### config.mk
export PLATFORM = sky130hd
export DESIGN_NAME = usb_pwr_ctrl
export DESIGN_NICKNAME = d
export VERILOG_FILES = /design/src/rtl/usbpc_pkg.sv /design/src/rtl/usbpc_sync.sv /design/src/rtl/usbpc_regs.sv /design/src/rtl/usbpc_wake.sv /design/src/rtl/usb_pwr_ctrl.sv
export SDC_FILE = /design/constraint.sdc
export NUM_CORES = 1
export LEC_CHECK = 0
export BUFFER_PORTS_ARGS = -buffer_cell sky130_fd_sc_hd__buf_2
export CAP_MARGIN = 5
export CORE_MARGIN = 2
export CORE_UTILIZATION = 45
export CTS_CLUSTER_SIZE = 24
export DETAILED_ROUTE_END_ITERATION = 8
export PLACE_DENSITY = 0.87
export SLEW_MARGIN = 0
export SYNTH_ARGS = -nofsm -noshare
export SYNTH_HDL_FRONTEND = slang
export SYNTH_HIERARCHICAL = 1
export SYNTH_SLANG_ARGS = --single-unit
### constraint.sdc
create_clock -name clk -period 1.8 [get_ports clk]
set_input_delay 0.36 -clock clk [delete_from_list [all_inputs] [get_ports clk]]
set_output_delay 0.36 -clock clk [all_outputs]
set_load 0.005 [all_outputs]
### src/rtl/usbpc_pkg.sv
package usbpc_pkg;

    localparam int ADDR_W = 5;
    localparam int DATA_W = 8;

    localparam logic [ADDR_W-1:0] CTL_ADDR = 5'h02;
    localparam logic [ADDR_W-1:0] CFG_ADDR = 5'h03;

    typedef struct packed {
        logic       osc_start;
        logic       vbus_gate;
        logic       soft_rst;
        logic       pwr_down;
        logic       attach;
        logic       wake_sig;
        logic [1:0] rsvd;
    } ctl_t;

    localparam ctl_t CTL_RESET = '{
        osc_start: 1'b1, vbus_gate: 1'b0, soft_rst: 1'b1, pwr_down: 1'b1,
        attach: 1'b0, wake_sig: 1'b0, rsvd: 2'b00
    };

    function automatic ctl_t ctl_from_bus(input logic [DATA_W-1:0] d);
        ctl_t c;
        c      = ctl_t'(d);
        c.rsvd = 2'b00;
        return c;
    endfunction

    function automatic logic [DATA_W-1:0] cfg_to_bus(input logic en);
        return {{(DATA_W-1){1'b0}}, en};
    endfunction

endpackage

### src/rtl/usbpc_sync.sv
module usbpc_sync #(
    parameter int WIDTH  = 2,
    parameter int STAGES = 2
) (
    input  logic             clk,
    input  logic             rst,
    input  logic [WIDTH-1:0] din,
    output logic [WIDTH-1:0] dout
);
    logic [WIDTH-1:0] stage_q [STAGES];

    always_ff @(posedge clk) begin
        if (rst) stage_q[0] <= '0;
        else     stage_q[0] <= din;
    end

    for (genvar s = 1; s < STAGES; s++) begin : g_stage
        always_ff @(posedge clk) begin
            if (rst) stage_q[s] <= '0;
            else     stage_q[s] <= stage_q[s-1];
        end
    end

    assign dout = stage_q[STAGES-1];
endmodule

### src/rtl/usbpc_regs.sv
module usbpc_regs
    import usbpc_pkg::*;
(
    input  logic              clk,
    input  logic              por_rst,
    input  logic              sys_rst,
    input  logic              wr_en,
    input  logic [ADDR_W-1:0] addr,
    input  logic [DATA_W-1:0] wdata,
    output ctl_t              ctl,
    output logic              cfg_en,
    output logic [DATA_W-1:0] rdata
);
    logic ctl_hit, cfg_hit;

    assign ctl_hit = wr_en && (addr == CTL_ADDR);
    assign cfg_hit = wr_en && (addr == CFG_ADDR);

    always_ff @(posedge clk) begin
        if (por_rst || sys_rst) ctl <= CTL_RESET;
        else if (ctl_hit)       ctl <= ctl_from_bus(wdata);
    end

    always_ff @(posedge clk) begin
        if (por_rst)      cfg_en <= 1'b0;
        else if (cfg_hit) cfg_en <= wdata[0];
    end

    always_comb begin
        case (addr)
            CTL_ADDR: rdata = ctl;
            CFG_ADDR: rdata = cfg_to_bus(cfg_en);
            default:  rdata = '0;
        endcase
    end
endmodule

### src/rtl/usbpc_wake.sv
module usbpc_wake (
    input  logic clk,
    input  logic rst,
    input  logic dp_sync,
    input  logic pwr_down,
    input  logic osc_start,
    output logic wake
);
    logic dp_prev;
    logic dp_edge;

    always_ff @(posedge clk) begin
        if (rst) dp_prev <= 1'b0;
        else     dp_prev <= dp_sync;
    end

    assign dp_edge = dp_sync ^ dp_prev;

    always_ff @(posedge clk) begin
        if (rst)                       wake <= 1'b0;
        else if (!pwr_down || !osc_start) wake <= 1'b0;
        else if (dp_edge)              wake <= 1'b1;
    end
endmodule

### src/rtl/usb_pwr_ctrl.sv
module usb_pwr_ctrl
    import usbpc_pkg::*;
#(
    parameter int SYNC_STAGES = 2
) (
    input  logic              clk,
    input  logic              por_rst,
    input  logic              sys_rst,
    input  logic              wr_en,
    input  logic [ADDR_W-1:0] addr,
    input  logic [DATA_W-1:0] wdata,
    output logic [DATA_W-1:0] rdata,
    input  logic              vbus_in,
    input  logic              dplus_in,
    output logic              pullup_req,
    output logic              rwu_sig,
    output logic              lowpwr_req,
    output logic              osc_wake,
    output logic              core_rst,
    output logic              core_ignore
);
    localparam int NSYNC = 2;

    ctl_t             ctl_q;
    logic             cfg_en;
    logic [NSYNC-1:0] async_in, sync_out;
    logic             vbus_s, dp_s, side_rst;

    assign side_rst = por_rst || sys_rst;
    assign async_in = {dplus_in, vbus_in};
    assign vbus_s   = sync_out[0];
    assign dp_s     = sync_out[1];

    usbpc_regs u_regs (
        .clk(clk), .por_rst(por_rst), .sys_rst(sys_rst), .wr_en(wr_en),
        .addr(addr), .wdata(wdata), .ctl(ctl_q), .cfg_en(cfg_en), .rdata(rdata)
    );

    usbpc_sync #(.WIDTH(NSYNC), .STAGES(SYNC_STAGES)) u_sync (
        .clk(clk), .rst(side_rst), .din(async_in), .dout(sync_out)
    );

    usbpc_wake u_wake (
        .clk(clk), .rst(side_rst), .dp_sync(dp_s), .pwr_down(ctl_q.pwr_down),
        .osc_start(ctl_q.osc_start), .wake(osc_wake)
    );

    assign pullup_req  = ctl_q.attach && (!ctl_q.vbus_gate || vbus_s);
    assign rwu_sig     = ctl_q.wake_sig;
    assign lowpwr_req  = ctl_q.pwr_down;
    assign core_rst    = ctl_q.soft_rst;
    assign core_ignore = !cfg_en;
endmodule

==> impl_metrics.tcl <==
set metrics [dict create \
    clock_path_buffers 2 \
    power_density_nw_per_um2 667.4 \
    grt_max_degree 8 \
    die-area_um2 1603 \
    cts-buffers-inserted 3 \
    cts_tree "built" \
    nNetsFinal 120 \
    cp-start-kind "input port" \
    fin_util 0.6797 \
    wl_um 1326 \
    clock_power_share 0.337 \
    initial_core_util 0.5054 \
    dp.cells 110 \
    cts.sinks 13 \
    antenna_found_initial 0 \
    clk-insertion-delay-late_ns 0.28 \
    fmax_ghz 0.6424 \
    die-height_um 40.04 \
    syn_inst 65 \
    finalPower_mw 0.5244 \
    fin_worst_skew_ns 0.007927 \
    grt_use_total 0.1847 \
    drv_cap 0 \
    path_clk_slew_ns 0.07 \
    coreArea_um2 1156 \
    postCtsSetupBuffers 0 \
    cts_resized 0 \
    r2r_setup_slack_ns 1.04 \
    ant_nets 0 \
    hold_viol_final 0 \
    syn-num-nets 84 \
    diodes 0 \
    crit_fanout 6 \
    yosys_warnings 6 \
    power_switching_mw 0.1212 \
    vias_per_cell 5.096 \
    drtIter0Drc 18 \
    power.share.combinational 0.105 \
    avgSynthCellArea_um2 8.989 \
    status "finished clean" \
    row_count 12 \
    slew_viol_final 0 \
    setup_violations 0 \
    drc 0 \
    internal_power_mw 0.4032 \
    endpoint_kind "primary output" \
    hp-class "in2reg" \
    overflow 0 \
    grt_pass1_wl_um 1904 \
    path_class "in2out" \
    swShare 0.2312 \
    avgRoutedWirePerCell_um 11.63 \
    layoutNonFillerInstCount 114 \
    cellLeakagePower_nw 0.3401 \
    tns_ns 0 \
    grt_pass1_vias 445 \
    vdd_drop_max_uv 574.6 \
    fill_cells 97 \
    globalplace.congestion 0.8153 \
    synthesis.area_um2 584.3 \
    dp_hpwl_um 1042 \
    cp.required_ns 1.44 \
    worstPathArrival_ns 1.20 \
    num_io_pins 33 \
    die_w_um 40.04 \
    cts_hold_buf 0 \
    min_period_over_period 0.8649 \
    area_growth_pct 34.48 \
    vias 581 \
    rsz0062_at_grt "no" \
    p_seq_frac 0.557 \
    port_buffers 30 \
    root_buffer "clkbuf_4" \
    htreeDepth 1 \
    drtPass1Iterations 4 \
    drive_above_1_share 0.4000 \
    period_minus_slack_ns 1.557 \
]
## final timing paths
path                                      startpoint                   end  depth (start not counted)
worst min-delay path                         por_rst         u_regs/cfg_en                          2
worst min register to register  u_sync/stage_q[0][1]  u_sync/stage_q[1][1]                          1
worst max register to register  u_sync/stage_q[1][1]           u_wake/wake                          2
worst max-delay path                         addr[0]              rdata[4]                          6
## per-layer routing
layer / vias up / global-route usage / part of all wire / wire length, um
li1: 299 / - / - / -
met1: 262 / 0.2082 / 0.41 / 549
met2: 18 / 0.3226 / 0.53 / 699
met3: 2 / 0.06667 / 0.051 / 68
met4: 0 / 0.05172 / 0.0060 / 8
met5: - / 0 / 0 / 0
## power groups by stage
stage          Combinational (mW)  Clock (mW)  Sequential, mW
3_5_place_dp               0.0548           0           0.299
5_1_grt                    0.0605       0.193           0.292
4_1_cts                    0.0551       0.182           0.292
3_3_place_gp               0.0532           0           0.299
6_report                   0.0553       0.177           0.292
2_1_floorplan              0.0226           0           0.299
## state kept, by name (all words and copies together) (netlist names)
name	flops
u_regs/ctl	6
u_sync/stage_q	4
u_regs/cfg_en	1
u_wake/dp_prev	1
u_wake/wake	1
## stage by stage
step | worst slack (ns) | hold WS (ns) | area (um2)
after floorplan | 0.4335 | 0.4138 | 584.3
after global placement | 0.2501 | 0.4198 | 759.5
after detailed placement | 0.2423 | 0.4262 | 759.5
after CTS | 0.2424 | 0.2748 | 785.8
after global routing | 0.1537 | 0.2883 | 785.8
final | 0.2432 | 0.2842 | 785.8
## critical path, stage by stage
cell and delay (ns):
buf_2 0.12, nand2b_1 0.17, nor4_2 0.14, buf_4 0.17, and2_1 0.12, buf_2 0.11
## cells in the final DEF (no fill, tap or decap), drive strengths merged
cell	instances
a211oi	1
a21boi	1
a21oi	4
and2	6
buf	32
clkbuf	4
conb	1
dfxtp	13
inv	3
nand2	2
nand2b	1
nand3	10
nand4	1
nor2	1
nor2b	6
nor4	2
nor4b	1
o21ai	7
or2	2
or4b	1
xnor2	1
## layout make-up
type / count / area (um2) / share of cell area
clock buffer: 4 / 26.28 / 0.03344
multi-input combinational: 48 / 305.3 / 0.3885
sequential: 13 / 260.3 / 0.3312
timing repair buffer: 32 / 165.2 / 0.2102
tap: 14 / 17.52 / 0.02229
inverter: 3 / 11.26 / 0.01433
Power figures use the tool's default switching activity.
